## src/rtl/adc_seq_pkg.sv

```systemverilog
package adc_seq_pkg;

    localparam int CH_PER_CHIP = 8;
    localparam int SMP_W       = 16;
    localparam logic [15:0] CORE_ID = 16'hADC1;

    typedef enum logic [2:0] {
        REG_ID   = 3'd0,
        REG_CTRL = 3'd1,
        REG_STAT = 3'd2,
        REG_DATA = 3'd3,
        REG_PLO  = 3'd4,
        REG_PHI  = 3'd5,
        REG_THR  = 3'd6
    } reg_sel_e;

    typedef struct packed {
        logic [CH_PER_CHIP-1:0] mask;
        logic [1:0]             top_chip;
        logic                   hold_sleep;
        logic                   idle_sleep;
        logic                   irq_edge;
        logic                   irq_on;
        logic                   run;
        logic                   wipe;
    } ctrl_t;

    typedef enum logic [1:0] {
        ST_IDLE  = 2'd0,
        ST_WAIT  = 2'd1,
        ST_DRAIN = 2'd2
    } eng_state_e;

    function automatic int clamp_top(input logic [1:0] top, input int nchip);
        return (int'(top) > nchip - 1) ? nchip - 1 : int'(top);
    endfunction

endpackage

```

## src/rtl/adc_seq_timer.sv

```systemverilog
module adc_seq_timer (
    input  logic        clk,
    input  logic        rst,
    input  logic        en,
    input  logic [31:0] period,
    output logic        tick
);
    logic [31:0] cnt_q;
    logic        last;

    always_comb begin
        last = (period <= 32'd1) || (cnt_q >= period - 32'd1);
        tick = en && last;
    end

    always_ff @(posedge clk) begin
        if (rst || !en)
            cnt_q <= '0;
        else if (last)
            cnt_q <= '0;
        else
            cnt_q <= cnt_q + 32'd1;
    end
endmodule

```

## src/rtl/adc_seq_fifo.sv

```systemverilog
module adc_seq_fifo #(
    parameter int DEPTH = 64,
    parameter int DW    = 16,
    localparam int AW   = (DEPTH > 1) ? $clog2(DEPTH) : 1,
    localparam int CW   = $clog2(DEPTH + 1)
) (
    input  logic          clk,
    input  logic          rst,
    input  logic          clr,
    input  logic          push,
    input  logic [DW-1:0] wdata,
    input  logic          pop,
    output logic [DW-1:0] rdata,
    output logic [CW-1:0] count,
    output logic          ovf
);
    logic [DW-1:0] mem_q [DEPTH];
    logic [AW-1:0] wr_q, rd_q;
    logic          pop_ok, wr_ok;

    function automatic logic [AW-1:0] bump(input logic [AW-1:0] p);
        return (p == AW'(DEPTH - 1)) ? '0 : p + AW'(1);
    endfunction

    always_comb begin
        pop_ok = pop && (count != '0);
        wr_ok  = push && ((count < CW'(DEPTH)) || pop_ok);
        rdata  = mem_q[rd_q];
    end

    always_ff @(posedge clk) begin
        if (wr_ok)
            mem_q[wr_q] <= wdata;
    end

    always_ff @(posedge clk) begin
        if (clr) begin
            wr_q  <= '0;
            rd_q  <= '0;
            count <= '0;
            ovf   <= 1'b0;
        end else begin
            if (wr_ok)  wr_q <= bump(wr_q);
            if (pop_ok) rd_q <= bump(rd_q);
            count <= count + CW'(wr_ok) - CW'(pop_ok);
            if (push && !wr_ok)
                ovf <= 1'b1;
        end
    end

    AST_OVF_STICKY: assert property (@(posedge clk) disable iff (rst)
        (ovf && !clr) |=> ovf);
    AST_FILL_BOUND: assert property (@(posedge clk) disable iff (rst)
        count <= CW'(DEPTH));
    AST_WIPE_EMPTY: assert property (@(posedge clk) disable iff (rst)
        clr |=> (count == '0 && !ovf));
endmodule

```

## src/rtl/adc_seq_regs.sv

```systemverilog
module adc_seq_regs
    import adc_seq_pkg::*;
(
    input  logic        clk,
    input  logic        rst,
    input  logic [2:0]  bus_addr,
    input  logic        bus_wr,
    input  logic        bus_rd,
    input  logic [15:0] bus_wdata,
    output logic [15:0] bus_rdata,
    input  logic [15:0] fifo_rdata,
    input  logic [14:0] fifo_count,
    input  logic        fifo_ovf,
    output logic        fifo_pop,
    output ctrl_t       ctrl,
    output logic [31:0] period,
    output logic        irq
);
    reg_sel_e    sel;
    logic [15:0] thr_q;
    logic        at_lvl, at_q;

    assign sel = reg_sel_e'(bus_addr);

    always_ff @(posedge clk) begin
        if (rst) begin
            ctrl   <= '0;
            period <= '0;
            thr_q  <= '0;
            at_q   <= 1'b0;
        end else begin
            at_q <= at_lvl;
            if (bus_wr) begin
                case (sel)
                    REG_CTRL: ctrl          <= ctrl_t'(bus_wdata);
                    REG_PLO:  period[15:0]  <= bus_wdata;
                    REG_PHI:  period[31:16] <= bus_wdata;
                    REG_THR:  thr_q         <= bus_wdata;
                    default: ;
                endcase
            end
        end
    end

    always_comb begin
        fifo_pop = bus_rd && (sel == REG_DATA);
        case (sel)
            REG_ID:   bus_rdata = CORE_ID;
            REG_CTRL: bus_rdata = ctrl;
            REG_STAT: bus_rdata = {fifo_ovf, fifo_count};
            REG_DATA: bus_rdata = fifo_rdata;
            REG_PLO:  bus_rdata = period[15:0];
            REG_PHI:  bus_rdata = period[31:16];
            REG_THR:  bus_rdata = thr_q;
            default:  bus_rdata = '0;
        endcase
        at_lvl = {1'b0, fifo_count} >= thr_q;
        if (!ctrl.irq_on)
            irq = 1'b0;
        else if (ctrl.irq_edge)
            irq = at_lvl && !at_q;
        else
            irq = at_lvl;
    end

    AST_EDGE_SINGLE: assert property (@(posedge clk) disable iff (rst)
        (irq && ctrl.irq_edge && !bus_wr) |=> !irq);
endmodule

```

## src/rtl/adc_seq_engine.sv

```systemverilog
module adc_seq_engine
    import adc_seq_pkg::*;
#(
    parameter int NCHIP = 4,
    parameter int DW    = SMP_W,
    localparam int CIW  = (NCHIP > 1) ? $clog2(NCHIP) : 1,
    localparam int CHW  = $clog2(CH_PER_CHIP),
    localparam int ROWW = CH_PER_CHIP * DW
) (
    input  logic                  clk,
    input  logic                  rst,
    input  logic                  tick,
    input  ctrl_t                 ctrl,
    input  logic [NCHIP-1:0]      conv_done,
    input  logic [NCHIP*ROWW-1:0] conv_data,
    output logic [NCHIP-1:0]      conv_start,
    output logic                  busy,
    output logic                  push,
    output logic [DW-1:0]         push_data
);
    eng_state_e              st_q;
    logic [CIW-1:0]          top_q, chip_q, top_eff;
    logic [CHW-1:0]          ch_q;
    logic [CH_PER_CHIP-1:0]  mask_q;
    logic [NCHIP-1:0]        sel_q, seen_q, start_q, sel_now;
    logic [NCHIP-1:0][ROWW-1:0] rows;
    logic                    launch, last_slot;

    always_comb begin
        top_eff = CIW'(clamp_top(ctrl.top_chip, NCHIP));
        for (int i = 0; i < NCHIP; i++)
            sel_now[i] = (i <= int'(top_eff));
        launch    = (st_q == ST_IDLE) && tick && ctrl.run && !ctrl.hold_sleep;
        last_slot = (chip_q == top_q) && (ch_q == CHW'(CH_PER_CHIP - 1));
        busy      = (st_q != ST_IDLE);
        push      = (st_q == ST_DRAIN) && mask_q[ch_q];
        push_data = rows[chip_q][ch_q*DW +: DW];
    end

    assign conv_start = start_q;

    for (genvar c = 0; c < NCHIP; c++) begin : g_chip
        logic [ROWW-1:0] row_q;
        always_ff @(posedge clk) begin
            if (st_q == ST_WAIT && sel_q[c] && conv_done[c] && !seen_q[c])
                row_q <= conv_data[c*ROWW +: ROWW];
        end
        assign rows[c] = row_q;
    end

    always_ff @(posedge clk) begin
        if (rst) begin
            st_q    <= ST_IDLE;
            start_q <= '0;
            sel_q   <= '0;
            seen_q  <= '0;
            top_q   <= '0;
            chip_q  <= '0;
            ch_q    <= '0;
            mask_q  <= '0;
        end else begin
            start_q <= '0;
            case (st_q)
                ST_IDLE: begin
                    if (launch) begin
                        st_q    <= ST_WAIT;
                        start_q <= sel_now;
                        sel_q   <= sel_now;
                        seen_q  <= '0;
                        top_q   <= top_eff;
                        mask_q  <= ctrl.mask;
                    end
                end
                ST_WAIT: begin
                    seen_q <= seen_q | (conv_done & sel_q);
                    if (seen_q == sel_q) begin
                        st_q   <= ST_DRAIN;
                        chip_q <= '0;
                        ch_q   <= '0;
                    end
                end
                ST_DRAIN: begin
                    if (last_slot) begin
                        st_q <= ST_IDLE;
                    end else if (ch_q == CHW'(CH_PER_CHIP - 1)) begin
                        ch_q   <= '0;
                        chip_q <= chip_q + CIW'(1);
                    end else begin
                        ch_q <= ch_q + CHW'(1);
                    end
                end
                default: st_q <= ST_IDLE;
            endcase
        end
    end

    AST_START_NEEDS_RUN: assert property (@(posedge clk) disable iff (rst)
        (|conv_start) |-> $past(ctrl.run));
    AST_START_NOT_HELD: assert property (@(posedge clk) disable iff (rst)
        (|conv_start) |-> !$past(ctrl.hold_sleep));
endmodule

```

## src/rtl/adc_seq_top.sv

```systemverilog
module adc_seq_top
    import adc_seq_pkg::*;
#(
    parameter int NCHIP      = 4,
    parameter int FIFO_DEPTH = 64,
    localparam int ROWW      = CH_PER_CHIP * SMP_W,
    localparam int CW        = $clog2(FIFO_DEPTH + 1)
) (
    input  logic                  clk,
    input  logic                  rst,
    input  logic [2:0]            bus_addr,
    input  logic                  bus_wr,
    input  logic                  bus_rd,
    input  logic [15:0]           bus_wdata,
    output logic [15:0]           bus_rdata,
    output logic                  irq,
    output logic                  conv_rst,
    output logic [NCHIP-1:0]      conv_start,
    output logic [NCHIP-1:0]      conv_standby,
    input  logic [NCHIP-1:0]      conv_done,
    input  logic [NCHIP*ROWW-1:0] conv_data
);
    ctrl_t             ctrl;
    logic [31:0]       period;
    logic              tick, busy, push, pop, ovf, clr;
    logic [SMP_W-1:0]  push_data, fifo_rdata;
    logic [CW-1:0]     count;

    assign clr      = rst || ctrl.wipe;
    assign conv_rst = ctrl.wipe;

    adc_seq_regs u_regs (
        .clk(clk), .rst(rst),
        .bus_addr(bus_addr), .bus_wr(bus_wr), .bus_rd(bus_rd),
        .bus_wdata(bus_wdata), .bus_rdata(bus_rdata),
        .fifo_rdata(fifo_rdata), .fifo_count(15'(count)), .fifo_ovf(ovf),
        .fifo_pop(pop), .ctrl(ctrl), .period(period), .irq(irq)
    );

    adc_seq_timer u_timer (
        .clk(clk), .rst(rst), .en(ctrl.run && !ctrl.wipe),
        .period(period), .tick(tick)
    );

    adc_seq_engine #(.NCHIP(NCHIP), .DW(SMP_W)) u_eng (
        .clk(clk), .rst(clr), .tick(tick), .ctrl(ctrl),
        .conv_done(conv_done), .conv_data(conv_data),
        .conv_start(conv_start), .busy(busy),
        .push(push), .push_data(push_data)
    );

    adc_seq_fifo #(.DEPTH(FIFO_DEPTH), .DW(SMP_W)) u_fifo (
        .clk(clk), .rst(rst), .clr(clr),
        .push(push), .wdata(push_data), .pop(pop),
        .rdata(fifo_rdata), .count(count), .ovf(ovf)
    );

    for (genvar c = 0; c < NCHIP; c++) begin : g_sb
        assign conv_standby[c] = !busy && (ctrl.hold_sleep || ctrl.idle_sleep);
    end

    AST_AWAKE_ON_START: assert property (@(posedge clk) disable iff (rst)
        (|conv_start) |-> (conv_standby == '0));
endmodule

```

## config.mk

```make
export PLATFORM = sky130hd
export DESIGN_NAME = adc_seq_top
export DESIGN_NICKNAME = d
export VERILOG_FILES = /design/src/rtl/adc_seq_pkg.sv /design/src/rtl/adc_seq_timer.sv /design/src/rtl/adc_seq_fifo.sv /design/src/rtl/adc_seq_regs.sv /design/src/rtl/adc_seq_engine.sv /design/src/rtl/adc_seq_top.sv
export SDC_FILE = /design/constraint.sdc
export NUM_CORES = 2
export LEC_CHECK = 0
export BUFFER_PORTS_ARGS = -buffer_cell sky130_fd_sc_hd__buf_2
export CORE_UTILIZATION = 48
export DETAILED_ROUTE_END_ITERATION = 10
export PLACE_DENSITY_LB_ADDON = 0.3
export SKIP_LAST_GASP = 1
export SLEW_MARGIN = 15
export SYNTH_ARGS = -nofsm -noshare
export SYNTH_HDL_FRONTEND = slang
export SYNTH_SLANG_ARGS = --single-unit
```

## constraint.sdc

```tcl
create_clock -name clk -period 8.8 [get_ports clk]
set_input_delay 1.32 -clock clk [delete_from_list [all_inputs] [get_ports clk]]
set_output_delay 1.32 -clock clk [all_outputs]
set_load 0.1 [all_outputs]
```

Yosys cells after proc, flatten, opt, wreduce, memory -nomap -nowiden
Memory sizes are Yosys's and may differ from the RTL's. A register that Yosys moved wholly into a read port is not among the register bits.
Index checks and enable logic that the tools add are counted.
{"block": "op_classes", "n_addsub": 8, "bitwise_logic": 4, "muxes": 28, "n_lt_le_gt_ge": 9, "shifts": 1, "eq_ne": 18, "reduce_logical": 58}
{"operator": "binary-select mux 128 bit (select 2 bit)", "n": 1}
{"operator": "two-way mux 128 bit", "n": 1}
{"operator": "variable part select 128 x 8 -> 16 bit", "n": 1}
{"operator": "case mux 16 bit (7 select lines)", "n": 1}
{"operator": "adder 32 x 1 -> 32 bit, second input constant", "n": 1}
{"operator": "greater-or-equal comparator 32 bit", "n": 1}
{"operator": "<= comparator 32 x 1 -> 1 bit, second input constant", "n": 1}
{"operator": "subtractor 32 x 1 -> 32 bit, second input constant", "n": 1}
{"operator": "logical AND 1 bit", "n": 25}
{"operator": "two-way mux 6 bit", "n": 4}
{"operator": "greater-or-equal comparator 7 x 16 -> 1 bit", "n": 1}
{"operator": "adder 6 x 1 -> 6 bit, second input constant", "n": 2}
{"operator": "equality test 3 bit, second input constant", "n": 4}
{"operator": "equality test 6 bit, second input constant", "n": 2}
{"operator": "two-way mux 2 bit", "n": 6}
{"operator": "AND reduction 2 bit", "n": 6}
{"operator": "zero test 1 bit", "n": 10}
{"operator": "two-way mux 3 bit", "n": 3}
{"operator": "case mux 4 bit (2 select lines)", "n": 1}
{"operator": "adder 7 x 1 -> 7 bit", "n": 1}
{"operator": "< comparator 7 bit, second input constant", "n": 1}
{"operator": "nonzero test 7 bit", "n": 1}
{"operator": "subtractor 7 x 1 -> 7 bit", "n": 1}
{"operator": "equality test 3 x 2 -> 1 bit, second input constant", "n": 2}
{"operator": "other kinds (30)", "n": 48}
{"block": "totals", "input_bits": 539, "register_bits": 658, "out_inout_bits": 26, "memories": 1, "wordCells": 157, "mem_bits_rw": 1024}
{"name": "u_fifo.mem_q", "depth": 64, "word_bits": 16, "read_ports": 1, "rd_clocked_by_memory_dff": 1, "write_ports": 1, "line_no": "adc_seq_fifo.sv:17", "source": "logic [DW-1:0] mem_q [DEPTH];"}

Logic depth before layout (Yosys ltp)
{"block": "depth", "ltp_word": 9, "mapped_depth": 18, "mapped_depth_nobuf": 17}

By module
From an unflattened synthesis, not the netlist that was laid out.
{"block": "hier_totals", "hier_cells": 3919, "hier_area_um2": 67955.2}
{"module": "adc_seq_fifo", "area_per_inst_um2": 40655.2, "seq_area_each_um2": 31270.0, "n_inst": 1, "cells_per_inst": 1894}
{"module": "adc_seq_engine", "area_per_inst_um2": 21047.7, "seq_area_each_um2": 15955.3, "n_inst": 1, "cells_per_inst": 1226}
{"module": "adc_seq_regs", "area_per_inst_um2": 3522.1, "seq_area_each_um2": 1301.2, "n_inst": 1, "cells_per_inst": 470}
{"module": "adc_seq_timer", "area_per_inst_um2": 2678.8, "seq_area_each_um2": 640.6, "n_inst": 1, "cells_per_inst": 322}
{"module": "adc_seq_top", "area_per_inst_um2": 51.3, "seq_area_each_um2": 0.0, "n_inst": 1, "cells_per_inst": 7}

Worst setup path after synthesis
No wires, ideal clock.
{"block": "synth_timing", "kind": "in2reg", "start": "input port conv_done[0]", "end": "register u_eng.g_chip[0].row_q[0] (enable)", "setup_ns": 0.617, "path_buffers": 0, "required_ns": 8.183, "path_stages": 2, "path_slack_ns": 1.447, "arrival_ns": 6.736, "path_cell_list": "nand3_1 > nor2_1"}
{"block": "synth_between", "elab_chain_len": 2}
{"item": "start, declared", "line_no": "adc_seq_top.sv:20", "source": "input logic [NCHIP-1:0] conv_done,"}
{"item": "logical AND 1 bit (2 in series)", "line_no": "adc_seq_engine.sv:45", "source": "if (st_q == ST_WAIT && sel_q[c] && conv_done[c] && !seen_q[c])"}
{"item": "end signal, assigned", "line_no": "adc_seq_engine.sv:46", "source": "row_q <= conv_data[c*ROWW +: ROWW];"}
{"item": "end, declared", "line_no": "adc_seq_engine.sv:43", "source": "logic [ROWW-1:0] row_q;"}
Every way passes these cells.
A chain may end at the register's enable or synchronous reset.

==> flow_summary.toml <==
[status]
outcome = "finished, final reports clean"

[clock_tree]
insertion_delay_ns = 0.80
post_cts_resized = 0
numClockSinks = 1688
cts_buffers = 171
clock_path_buffers = 3
cts_setup_buffers = 0
cts_tree = "built"
postCtsHoldBufs = 0
path_clk_slew_ns = 0.06
htreeDepth = 4
root_buffer = "clkbuf_16"

[routing]
avgViaCountPerCell = 5.95
wl_per_cell_um = 29.7
routed_wl_mm = 177
num_vias = 35494
dr.pass1.iters = 8
ant_nets = 0
drt_iter0_markers = 3990
drc_errors = 0

[timing]
rsz0062_at_grt = "false"
setup_violations = 0
worst_slack_ns = 2.54
hold_viol = 0
max_freq_mhz = 160
finalMaxSlewViolations = 0
fin_skew_ns = 0.0406
fin_setup_tns_ns = 0
max_slew.worst_pin.slew_ns = 1.18
maxSlewHeadroom_pct = 21.1
fin_crit_sh_pct = 71.1
fin_crit_ns = 6.26

[yosys]
ys_types = 68
synth-edff-count = 1536
syn-num-nets = 3928
synthArstFlopShare_pct = 0
synth_top_family_by_area = "multiplexers"
syn_area_um2 = 66500
synthTopCellsByArea = "edfxtp_1, mux4_2, dfxtp_1, nand2_1, ha_1"
synth.top_cell.area_share_pct = 69.4
synth_compound_area_share_pct = 2.06
postSynthAreaPerCell_um2 = 20.0
syn_inst = 3333
yosys.area_share.simple_pct = 3.77
synth_xor_area_share_pct = 0.988
yosys_warnings = 0
synthAdderAreaFrac_pct = 1.06
synthFlopType = "edfxtp_1"
yosys_register_bits = 1688
ys_seq_area_share_pct = 73.9
synthMuxAreaShare_pct = 17.0
synth_top_cell_by_area = "edfxtp_1"

[pwr]
switching_power_mw = 3.43
power_density_nw_per_um2 = 213
p_comb_share_pct = 4.0
swShare_pct = 20.8
peakVddDrop_mv = 0.221
power_frac_clock_pct = 43.2
p_leak_nw = 24.9
p_int_mw = 13.1
power_frac_seq_pct = 52.7

[grt]
antenna_found_initial = 62
grt_pass1_vias = 35287
grt_pass1_wl_mm = 252
gr-total-overflow = 0
grtUsageTotal_pct = 25.3
grt_max_degree = 132

[final_layout]
syn_to_final_growth_pct = 16.4
nets = 4593
fillers = 10371
drive_gt1_share_pct = 34.9

[setup_path]
crit_type = "flip-flop to primary output"
start_kind = "flip-flop"
cp-end-kind = "primary output"
worstPathArrival_ns = 4.94
crit_fanout = 66
worstPathRequired_ns = 7.48

[die]
core_um2 = 137000
pin_count = 565
rows = 136
dieArea_um2 = 140000
initial_core_util_pct = 48.4
dieHeight_um = 374
die_w_um = 374

[hold_path]
hold_path_class = "flip-flop to flip-flop"

[place]
io_buffer_count = 564
place_congestion = 0.913
dp_hpwl_mm = 114
place_ws_ns = 2.96

[run]
cap_violations = 0
==> layout make-up <==
cell class / count / area (µm²) / share of cell area, %
clock buffer: 221 / 4620 / 5.97
clock inverter: 88 / 887 / 1.15
sequential: 1688 / 49200 / 63.5
inverter: 27 / 101 / 0.131
multi-input combinational: 1448 / 16600 / 21.5
tap: 1794 / 2240 / 2.90
timing repair buffer: 662 / 3650 / 4.71
antenna: 42 / 105 / 0.136
==> synth_stat cells, types with 4 or more instances <==
cell type and number:
o21ai_0 20, nand2b_1 10, and2_1 10, nor3_1 19, ha_1 55, nand3_1 48, a22oi_1 12, a22o_1 6
buf_1 56, o211ai_1 8, nand2_1 197, a21oi_1 101, or2_2 4, and3_1 15, edfxtp_1 1536, xor2_1 33
or3_1 8, mux4_2 470, nand3b_1 10, o21ai_1 8, buf_2 13, dfxtp_1 152, nand4_1 9, xnor2_1 42
nor4_1 5, a221oi_1 7, nor2b_1 17, nor2_1 181, nor3b_1 4, a21o_1 8, clkbuf_1 95, mux2_2 25
inv_1 27, a31oi_1 23, mux2i_1 44, o22ai_1 9, buf_4 4
==> metal layers <==
metal,wire length [µm],GRT usage (%)
met5,190,0
met4,7270,10.9
met3,13300,4.98
met2,87700,41.2
met1,68900,33.5
==> power by group through the flow <==
stage	combinational, mW	sequential [mW]	clock (mW)
final	0.665	8.71	7.14
after global routing	0.720	8.71	7.55
after CTS	0.669	8.71	7.24
after detailed placement	0.666	8.88	0
after global placement	0.656	8.88	0
after floorplan	0.419	8.86	0
==> cell usage in the layout, fill, tap and decap left out, types with 48 or more instances in the layout <==
| cell type | n |
|---|---|
| nor2_1 | 169 |
| a21oi_1 | 101 |
| nand2_1 | 197 |
| buf_2 | 564 |
| ha_1 | 55 |
| dfxtp_1 | 143 |
| nand3_1 | 48 |
| mux4_2 | 470 |
| clkbuf_16 | 174 |
| buf_4 | 91 |
| edfxtp_1 | 1536 |
==> final timing paths <==
check                                       start  cells past startpoint  slack (ns)               end
worst max-delay path                    flip-flop                      8        2.54      bus_rdata[6]
worst min-delay path              u_eng.mask_q[6]                      2        0.45   u_eng.mask_q[6]
worst max register to register  u_regs.period[12]                     16        3.67  u_timer.cnt_q[9]
worst min register to register    u_eng.mask_q[6]                      2        0.45   u_eng.mask_q[6]
==> through the flow <==
stage	total power, mW	std cells	area [µm²]	utilization (%)	hold slack (ns)
detailed placement	9.54	5619	71800	52.2	0.448
finish	16.5	5970	77400	56.3	0.454
CTS	16.6	5928	77300	56.2	0.457
global placement	9.53	5619	71800	52.2	0.439
global route	17.0	5955	77400	56.3	0.482
floorplan	9.28	3333	66500	-	0.433
==> registers in the layout, summed over array words and instances (netlist names), 4 cells and up, named ones only <==
name	count
u_regs.period	32
u_eng.sel_q	4
u_fifo.wr_q	6
u_fifo.rd_q	6
u_eng.conv_start	4
u_fifo.count	7
u_eng.mask_q	8
u_regs.ctrl	16
u_eng.seen_q	4
u_timer.cnt_q	32
u_fifo.mem_q	1024
u_regs.thr_q	16
u_eng.g_chip.row_q	512
==> cells by family (layout without fill, tap and decap cells) <==
kind of cell    Yosys count  after routing
compound gates          225            225
xor+xnor                 75             75
other cells               0             42
fa+ha+maj                56             56
buf+inv                 197            998
flops                  1688           1688
simple gates            553            553
mux                     539            539
==> worst max-delay path, cell delays in order, from the launching register on <==
cell	delay, ns
dfxtp_4	0.84
buf_12	0.49
mux4_2	0.58
a22o_1	0.24
a221oi_1	0.51
o21ai_0	0.16
a21oi_1	0.52
o221ai_1	0.36
buf_2	0.40
(Power assumes the default switching activity.)
